--- config.mk ---
export PLATFORM = sky130hd
export DESIGN_NAME = bus_cycle_ctrl
export DESIGN_NICKNAME = d
export VERILOG_FILES = /design/src/rtl/bus_cycle_ctrl.sv
export SDC_FILE = /design/constraint.sdc
export NUM_CORES = 1
export LEC_CHECK = 0
export BUFFER_PORTS_ARGS = -buffer_cell sky130_fd_sc_hd__buf_4
export CAP_MARGIN = 20
export CORE_MARGIN = 2
export CORE_UTILIZATION = 51
export CTS_BUF_LIST = sky130_fd_sc_hd__clkbuf_4
export CTS_CLUSTER_SIZE = 16
export DETAILED_ROUTE_END_ITERATION = 10
export GPL_ROUTABILITY_DRIVEN = 0
export GPL_TIMING_DRIVEN = 0
export PLACE_DENSITY_LB_ADDON = 0.25
export SYNTH_ARGS = -nofsm -noshare
export SYNTH_HDL_FRONTEND = slang
export SYNTH_SLANG_ARGS = --single-unit
--- constraint.sdc ---
create_clock -name clk -period 2.9 [get_ports clk]
set_input_delay 0.725 -clock clk [delete_from_list [all_inputs] [get_ports clk]]
set_output_delay 0.725 -clock clk [all_outputs]
set_load 0.01 [all_outputs]
--- src/rtl/bus_cycle_ctrl.sv ---
module bus_cycle_ctrl #(
  parameter int AW = 24,
  parameter int DW = 16
) (
  input  logic          clk,
  input  logic          rst_n,
  input  logic          req_valid,
  output logic          req_ready,
  input  logic [AW-1:0] req_addr,
  input  logic          req_write,
  input  logic          req_mem,
  input  logic          req_dc,
  input  logic          req_word,
  input  logic          req_refresh,
  input  logic          req_local,
  input  logic [DW-1:0] req_wdata,
  output logic          done,
  output logic [DW-1:0] rd_data,
  output logic          bus_ads_n,
  output logic [AW-1:0] bus_addr,
  output logic          bus_bhe_n,
  output logic          bus_ble_n,
  output logic          bus_wr,
  output logic          bus_mem,
  output logic          bus_dc,
  output logic          bus_refresh,
  output logic [DW-1:0] bus_dout,
  output logic          bus_doe,
  input  logic [DW-1:0] bus_din,
  input  logic          bus_ready_n,
  input  logic          bus_size8_n,
  output logic          bus_local_n
);
  localparam int BW = DW / 2;
  localparam logic [1:0] S_IDLE = 2'd0, S_T1 = 2'd1, S_T2 = 2'd2;

  logic [1:0]    st;
  logic          q_word, q_local, split2;
  logic [BW-1:0] hi_wbyte, lo_rbyte;
  logic          accept, t2_end, go_split;

  assign req_ready = (st == S_IDLE);
  assign bus_ads_n = (st != S_T1);
  assign accept    = req_valid && req_ready;
  assign t2_end    = (st == S_T2) && (q_local || !bus_ready_n);
  assign go_split  = t2_end && q_word && !bus_refresh && !split2 && !bus_size8_n;

  always_ff @(posedge clk or negedge rst_n) begin
    if (!rst_n) begin
      st          <= S_IDLE;
      q_word      <= 1'b0;
      q_local     <= 1'b0;
      split2      <= 1'b0;
      hi_wbyte    <= '0;
      lo_rbyte    <= '0;
      bus_addr    <= '0;
      bus_bhe_n   <= 1'b1;
      bus_ble_n   <= 1'b1;
      bus_wr      <= 1'b0;
      bus_mem     <= 1'b0;
      bus_dc      <= 1'b0;
      bus_refresh <= 1'b0;
      bus_dout    <= '0;
      bus_doe     <= 1'b0;
      bus_local_n <= 1'b1;
      done        <= 1'b0;
      rd_data     <= '0;
    end else begin
      done <= 1'b0;
      case (st)
        S_IDLE: if (accept) begin
          st          <= S_T1;
          q_word      <= req_word && !req_refresh;
          q_local     <= req_local;
          split2      <= 1'b0;
          hi_wbyte    <= req_wdata[DW-1:BW];
          bus_addr    <= (req_word && !req_refresh) ? {req_addr[AW-1:1], 1'b0} : req_addr;
          bus_wr      <= req_write && !req_refresh;
          bus_mem     <= req_mem;
          bus_dc      <= req_dc;
          bus_refresh <= req_refresh;
          bus_dout    <= req_wdata;
          bus_doe     <= req_write && !req_refresh;
          if (req_refresh) begin
            bus_bhe_n <= 1'b1;
            bus_ble_n <= 1'b1;
          end else if (req_word) begin
            bus_bhe_n <= 1'b0;
            bus_ble_n <= 1'b0;
          end else begin
            bus_bhe_n <= !req_addr[0];
            bus_ble_n <= req_addr[0];
          end
        end
        S_T1: begin
          st          <= S_T2;
          bus_local_n <= !q_local;
        end
        S_T2: if (t2_end) begin
          if (go_split) begin
            st          <= S_T1;
            split2      <= 1'b1;
            lo_rbyte    <= bus_din[BW-1:0];
            bus_addr[0] <= 1'b1;
            bus_bhe_n   <= 1'b1;
            bus_ble_n   <= 1'b0;
            bus_dout    <= {hi_wbyte, hi_wbyte};
          end else begin
            st      <= S_IDLE;
            done    <= 1'b1;
            bus_doe <= 1'b0;
            rd_data <= split2 ? {bus_din[BW-1:0], lo_rbyte} : bus_din;
          end
        end
        default: st <= S_IDLE;
      endcase
    end
  end
endmodule

==> impl_metrics.json, run 1 <==
{
  "status": "completed",
  "drive_gt1_share_pct": 41.1,
  "fin_cells": 586,
  "viasPerCell": 5.15,
  "p_leak_nw": 2.49,
  "cp_max_fo": 10,
  "fmax_ghz": 0.389,
  "rr_endpoint": "lo_rbyte[2]",
  "port_buffers": 133,
  "wl_um": 9070,
  "antenna_found_initial": 0,
  "path_class": "flip-flop to flip-flop",
  "synth_top_cell_area_share_pct": 56.3,
  "worstSkewPairLatency_ps": 420,
  "hold_viol": 0,
  "setup_viol": 0,
  "crit_arrival_ps": 2870,
  "die_area_um2": 7930,
  "max_slew_margin_pct": 49.5,
  "finalSetupTns_ps": 0,
  "synth_top_area_cell": "dfrtp_1",
  "cts_tree": "yes",
  "synth_common_cells": "nand2_1 (112), dfrtp_1 (83), mux2_2 (33), a21oi_1 (17), a31oi_1 (17)",
  "syn_nets": 402,
  "r2r_setup_slack_ps": 330,
  "grt_pass1_wl_um": 14000,
  "yosysSeqAreaShare_pct": 58.4,
  "reg2reg_depth": 5,
  "grt_pass1_vias": 2966,
  "drc": 0,
  "p_per_area_nw_per_um2": 1040,
  "synth_area_leaders": "dfrtp_1 (56%), nand2_1 (11%), mux2_2 (10%)",
  "grt_usage_pct": 23.1,
  "avgSynthCellArea_um2": 11.0,
  "cts_max_path_buffers": 2,
  "max-cap-violations": 0,
  "drtIter0Drc": 124,
  "cts_sinks": 86,
  "io_pins": 134,
  "syn_to_final_growth_pct": 36.5,
  "cts_setup_buffers": 0,
  "start_util_pct": 51.7,
  "period_share_pct": 88.7,
  "grt_overflow": 0,
  "cts_root_buf": "clkbuf_4",
  "slew_viol_final": 0,
  "cts_resized": 0,
  "first_pass_iters": 4,
  "ys_types": 28,
  "clk_pin_slew_ps": 150,
  "dp.cells": 568,
  "core_um2": 7140,
  "die_w_um": 89.1,
  "worst_pin_slew_ps": 758,
  "dp_hpwl_um": 6400,
  "hold_path.class": "input port to async pin",
  "r2r-start": "st[1]",
  "holdBufCountCts": 0,
  "detail-route-antenna-nets": 0,
  "critPathLaunchType": "flip-flop",
  "yosys_warnings": 0,
  "die_h_um": 89.1,
  "grt_max_degree": 87,
  "fin_area_um2": 5030,
  "synth.ff_latch_count": 86,
  "synthesis.area_um2": 3690,
  "worstSetupEndpointType": "flip-flop",
  "row_count": 31,
  "diodes": 0,
  "synth_cells": 335,
  "htree_num_levels": 3,
  "post-route-util_pct": 70.5,
  "nNetsFinal": 549,
  "synth_ff_type": "dfrtp_1",
  "fin_crit_ps": 2570,
  "cp_data_required_time_ps": 3200,
  "synth_edf_count": 0,
  "async_reset_ff_share_pct": 100,
  "yosysMostFrequentCell": "nand2_1",
  "cts_buffers": 9,
  "ir_drop_uv": 479,
  "rsz0062_at_grt": "false",
  "vias": 3017,
  "placed_cell_area_um2": 4820,
  "wire_per_inst_um": 15.5,
  "final.setup_skew_ps": 25.7
}
## placed cells by master (no fill, tap or decap), drive strengths merged, types with 2 or more instances in the layout
cell	count
buf	139
nand2	112
dfrtp	83
mux2	40
clkbuf	27
a31oi	17
a21oi	17
mux2i	16
o21ai	5
nand2b	4
nor2b	3
dfstp	3
bufinv	3
nor2	2
inv	2
clkinv	2
## flip-flops by register name, summed over array words and instances, names as in the netlist
register,flops
bus_wr,1
bus_local_n,1
st,2
q_word,1
bus_dc,1
rd_data,16
bus_refresh,1
hi_wbyte,8
bus_doe,1
bus_addr,24
bus_mem,1
q_local,1
bus_bhe_n,1
done,1
bus_dout,16
bus_ble_n,1
lo_rbyte,8
split2,1
## worst max path at each step
stage	from	to	slack [ps]	depth (start not counted)
global placement	bus_size8_n	bus_dout[10]	150	6
finish	st[1]	lo_rbyte[2]	330	5
detailed placement	bus_size8_n	bus_dout[13]	140	6
floorplan	bus_size8_n	bus_dout[0]	480	5
global route	st[1]	lo_rbyte[2]	110	5
CTS	st[0]	rd_data[15]	270	5
## power by group
part	leakage (nW)	internal, mW	switching, mW
Sequential	1.04	1.77	0.340
Combinational	1.36	1.18	1.10
Clock	0.0942	0.445	0.406
## layout make-up
class / count / area (um2)
buffer: 20 / 101
clock buffer: 10 / 75.1
clock inverter: 6 / 110
fill: 589 / 2100
inverter: 2 / 7.51
multi-input combinational: 227 / 1430
sequential: 86 / 2160
tap: 99 / 124
timing repair buffer: 136 / 1040
## worst max-delay path: stages (launching register included)
cell      delay, ps
dfrtp_1         450
nor2b_1         160
clkbuf_1        380
clkbuf_1        490
nand3_1         520
mux2_2          440
## layer usage
layer  routed length [um]  vias up  track usage [%]
met4                   57        0             7.60
met1                 3870     1478             30.4
met3                  625        4             5.54
met2                 4520      109             38.1
li1                     -     1426                -
met5                    0        -                0
## cells by family after synthesis
family	after synthesis	share of synthesized area (%)
simple gates	129	14.5
buf+inv	22	2.95
compound gates	42	6.85
mux	56	17.3
flops	86	58.4
## stage by stage
step / power, mW / hold WS [ps] / setup WS, ps
5_1_grt: 5.61 / 265 / 109
2_1_floorplan: 3.30 / 429 / 483
3_5_place_dp: 4.42 / 463 / 138
4_1_cts: 5.27 / 461 / 265
3_3_place_gp: 4.33 / 461 / 149
6_report: 5.25 / 253 / 329
(Power assumes the default switching activity.)
==> inputs of run 2 (changes only) <==
Settings changed: RECOVER_POWER set to 100, REMOVE_ABC_BUFFERS set to 1.
==> run 2 against run 1 <==
The run now ends with max-capacitance violations, max-slew violations left. First-iteration DRC count is 1.6% higher. Power down 10%. Highest routed layer unchanged. Largest cell class unchanged. Non-clock buffer count shrank 17. Clock-buffer cell count grew 1. Global-route usage decreased by 1.1 points. Critical path depth shrank 1. Maximum frequency is 0.41% higher. Critical endpoint is now bus_dout[14]. Sequential share of layout area up 3.2 points. Utilization fell by 4.9 points. Final cell count decreased by 3.1%.
==> impl_metrics.json, run 2 (synthesis results as in run 1) <==
{
  "status": "complete, but fails checks",
  "violations": "max-capacitance violations, max-slew violations",
  "cts_sinks": 86,
  "critPathLaunchType": "flip-flop",
  "slew_viol_final": 45,
  "p_leak_nw": 2.20,
  "grt_pass1_wl_um": 13400,
  "grt_usage_pct": 22.0,
  "top_register": "bus_addr",
  "start_util_pct": 51.7,
  "htree_num_levels": 3,
  "path_class": "flip-flop to flip-flop",
  "crit_arrival_ps": 2860,
  "drc": 0,
  "grt_pass1_vias": 2785,
  "io_pins": 134,
  "wire_per_inst_um": 15.1,
  "worstSetupEndpointType": "flip-flop",
  "antenna_found_initial": 0,
  "max-cap-violations": 2,
  "grt_overflow": 0,
  "p_per_area_nw_per_um2": 1000,
  "diodes": 0,
  "port_buffers": 133,
  "vias": 2920,
  "core_um2": 7140,
  "cp_max_fo": 19,
  "cp_data_required_time_ps": 3200,
  "final_cell_mix": "nand2_1 (112), dfrtp_1 (83), buf_4 (67)",
  "final.setup_skew_ps": 17.1,
  "syn_to_final_growth_pct": 26.9,
  "die_w_um": 89.1,
  "grt_max_degree": 87,
  "die_area_um2": 7930,
  "setup_viol": 0,
  "drtIter0Drc": 126,
  "worst_pin_slew_ps": 1530,
  "hold_path.class": "input port to flip-flop",
  "wl_um": 8550,
  "first_pass_iters": 4,
  "clk_pin_slew_ps": 140,
  "largest_register_ffs": 24,
  "cts_root_buf": "clkbuf_4",
  "max_slew_margin_pct": -2.20,
  "cts_resized": 0,
  "fin_area_um2": 4680,
  "die_h_um": 89.1,
  "fin_crit_ps": 2560,
  "p_total_mw": 4.70,
  "worstSkewPairLatency_ps": 420,
  "hold_viol": 0,
  "rsz0062_at_grt": "false",
  "r2r_setup_slack_ps": 340,
  "fillerInstances": 651,
  "cts_max_path_buffers": 2,
  "viasPerCell": 5.14,
  "period_share_pct": 88.3,
  "dp_hpwl_um": 5900,
  "row_count": 31,
  "ir_drop_uv": 441,
  "nNetsFinal": 532,
  "layout_top_registers": "bus_addr: 24 flops, bus_dout: 16 flops, rd_data: 16 flops",
  "detail-route-antenna-nets": 0,
  "finalSetupTns_ps": 0,
  "cts_tree": "yes",
  "fmax_ghz": 0.390,
  "cts_buffers": 9,
  "placed_cell_area_um2": 4780,
  "final_common_cell": "nand2_1",
  "drive_gt1_share_pct": 26.9
}
[run 2: critical path, stage by stage (launching register included)]
cell	delay (ps)
dfrtp_1	760
or4b_4	810
o31ai_4	300
buf_12	200
mux2_1	350
[run 2: repair_timing]
| item | CTS | global route |
|---|---|---|
| hold buffers | 0 | 0 |
| setup endpoints to repair | 16 | 0 |
| buffers inserted | 1 | 0 |
| endpoints found under the hold margin | 0 | 0 |
[run 2: cell type report]
cell class / count / area, um2 / share of cell area [%]
Sequential cell: 86 / 2160 / 46.0
Clock inverter: 4 / 72.6 / 1.55
Timing Repair Buffer: 139 / 835 / 17.8
Multi-Input combinational cell: 227 / 1410 / 30.0
Inverter: 2 / 7.51 / 0.160
Tap cell: 99 / 124 / 2.64
Clock buffer: 11 / 82.6 / 1.76
[run 2: final timing paths]
kind | from | to | cells after the start
worst min-delay path | req_addr[10] | bus_addr[10] | 3
min in group asynchronous | rst_n | bus_addr[4] | 1
worst min register to register | bus_addr[18] | bus_addr[18] | 2
worst max register to register | split2 | bus_dout[14] | 4
worst max-delay path | split2 | bus_dout[14] | 4
max in group asynchronous | rst_n | hi_wbyte[1] | 2
[run 2: metal layers]
metal | GRT usage, % | share of wire [%] | vias to the layer above
met5 | 0 | 0 | -
met4 | 8.55 | 1.7 | 0
met3 | 4.71 | 6.1 | 12
met2 | 36.0 | 49 | 86
met1 | 29.1 | 43 | 1431
li1 | - | - | 1391
[run 2: power by group]
| group | internal (mW) | switching [mW] |
|---|---|---|
| registers | 1.76 | 0.335 |
| logic | 0.792 | 1.05 |
| clock network | 0.364 | 0.392 |
| total | 2.92 | 1.78 |
[run 2: through the flow]
stage | hold slack (ps) | util [%] | instances | setup slack, ps
floorplan | 429 | - | 315 | -238
global placement | 461 | 66.0 | 547 | -1730
detailed placement | 463 | 67.0 | 551 | -211
CTS | 469 | 69.4 | 567 | 315
global route | 478 | 65.6 | 568 | 180
finish | 483 | 65.6 | 568 | 339
==> inputs of run 3 (changes only) <==
Settings changed: BUFFER_PORTS_ARGS -buffer_cell sky130_fd_sc_hd__buf_4 to -buffer_cell sky130_fd_sc_hd__buf_2, SETUP_SLACK_MARGIN set to 0.5.
==> run 3 against run 2 <==
The run still ends with max-capacitance violations, max-slew violations left. Critical path type unchanged. Sequential share of layout area is 1.7 points higher. Largest power group unchanged. Clock power is 14% lower. Critical path depth stayed put. Final cell count is 0.18% higher. Sequential power hardly changed. Setup slack better by 13 ps. Die area stayed put. Clock-buffer cell count is 1 lower. Final area is 3.7% lower.
==> impl_metrics.json, run 3 (synthesis results as in run 1) <==
{
  "rsz0062_at_grt": "false",
  "setup.worst_path.start": "split2",
  "violations": "max-capacitance violations, max-slew violations",
  "die_w_um": 89.1,
  "detail-route-antenna-nets": 0,
  "drc": 0,
  "syn_to_final_growth_pct": 22.3,
  "max-cap-violations": 1,
  "p_per_area_nw_per_um2": 1010,
  "fin_crit_ps": 2550,
  "worstSetupEndpointType": "flip-flop",
  "die_h_um": 89.1,
  "path_class": "flip-flop to flip-flop",
  "port_buffers": 133,
  "grt_pass1_wl_um": 13500,
  "cts_max_path_buffers": 2,
  "pre_cts_slack_ps": -188,
  "grt_max_degree": 46,
  "status": "complete, but fails checks",
  "switching_share_pct": 38.7,
  "worstSkewPairLatency_ps": 410,
  "switching_power_mw": 1.77,
  "vias": 2909,
  "layout_top_registers": "bus_addr: 24 flops, bus_dout: 16 flops, rd_data: 16 flops",
  "grtUsageMet3_pct": 5.36,
  "grt_usage_pct": 22.1,
  "ir_drop_uv": 503,
  "core_um2": 7140,
  "grt_busiest_layer": "met2",
  "largest_register_ffs": 24,
  "p_leak_nw": 2.14,
  "final_cell_mix": "nand2_1 (112), dfrtp_1 (83), buf_2 (67)",
  "worst_pin_slew_ps": 1690,
  "internal_power_mw": 2.81,
  "drive_gt1_share_pct": 27.0,
  "first_pass_iters": 4,
  "setup_viol": 0,
  "final_common_cell": "nand2_1",
  "crit_arrival_ps": 2840,
  "io_pins": 134,
  "slew_viol_final": 13,
  "cts_tree": "yes",
  "nNetsFinal": 532,
  "period_share_pct": 87.8,
  "slowest_stage": "or4b_4",
  "met2_usage_pct": 37.4,
  "dp.cells": 552,
  "dp_hpwl_um": 5820,
  "power_frac_clock_pct": 14.2,
  "use_met1_pct": 27.4,
  "worstPathCellList": "or4b_4 > o31ai_4 > buf_12 > mux2_1",
  "die_area_um2": 7930,
  "power_frac_comb_pct": 40.0,
  "fmax_ghz": 0.393,
  "r2r-start": "split2",
  "start_util_pct": 51.7,
  "cts_root_buf": "clkbuf_4",
  "path_buf_inv": 1,
  "fin_ws_ps": 352,
  "drtIter0Drc": 99,
  "cp_max_fo": 19,
  "max_slew_margin_pct": -12.9,
  "critPathMaxStageDelay_ps": 820,
  "final.setup_skew_ps": 14.5,
  "worst_hold_slack_ps": 488,
  "cts_sinks": 86,
  "finalSetupTns_ps": 0,
  "diodes": 0,
  "viasPerCell": 5.11,
  "seq_power_share_pct": 45.7,
  "htree_num_levels": 3,
  "cts_buffers": 9,
  "clk_pin_slew_ps": 130,
  "wire_per_inst_um": 14.7,
  "cp_data_required_time_ps": 3190,
  "cp_top_family": "simple AND/OR/NAND/NOR gates",
  "row_count": 31,
  "hold_path.class": "input port to async pin",
  "hold_viol": 0,
  "grt_pass1_vias": 2879,
  "fin_cells": 569,
  "fillerInstances": 669,
  "antenna_found_initial": 0,
  "critPathLaunchType": "flip-flop",
  "holdBufCountCts": 0,
  "wl_um": 8340,
  "grt_overflow": 0,
  "top_register": "bus_addr"
}
==> run 3: layer usage <==
metal / wire length (um) / vias up
met3: 518 / 16
met5: 0 / -
li1: - / 1396
met2: 4070 / 97
met4: 172 / 0
met1: 3580 / 1400
==> run 3: power groups by stage <==
stage	registers, mW	logic [mW]	clock network, mW
3_3_place_gp	2.09	1.90	0
3_5_place_dp	2.11	2.00	0
2_1_floorplan	2.30	0.941	0
6_report	2.09	1.83	0.651
4_1_cts	2.09	2.01	0.670
5_1_grt	2.17	2.06	0.710
==> run 3: per-stage QoR <==
stage | instance area (um2) | total power [mW] | util (%)
after floorplan | 3590 | 3.24 | -
after CTS | 4620 | 4.78 | 64.8
after global placement | 4380 | 3.99 | 61.3
after detailed placement | 4470 | 4.11 | 62.7
after global routing | 4510 | 4.94 | 63.2
final | 4510 | 4.57 | 63.2
==> run 3: what timing repair did <==
item                                    4_1_cts  5_1_grt
buffers inserted                              1        0
endpoints found under the setup margin       22        1
resized for setup                             1        1
pin swaps                                     1        0
==> run 3: final timing paths <==
kind / end / slack (ps) / cells after the start
hold reg to reg: bus_addr[18] / 490 / 2
hold / removal: bus_addr[2] / 490 / 1
setup reg to reg: bus_dout[10] / 350 / 4
min in group clk: bus_addr[18] / 490 / 2
setup / recovery: bus_dout[10] / 350 / 4
max in group asynchronous: bus_local_n / 1590 / 2
==> run 3: final cells by class <==
class / count / area (um2) / share of cell area, %
clock buffers: 10 / 75.1 / 1.66
clock inverters: 6 / 52.6 / 1.16
well taps: 99 / 124 / 2.75
flip-flops and latches: 86 / 2160 / 47.8
repair buffers: 139 / 684 / 15.2
multi-input cells: 227 / 1410 / 31.3
inverters: 2 / 7.51 / 0.166
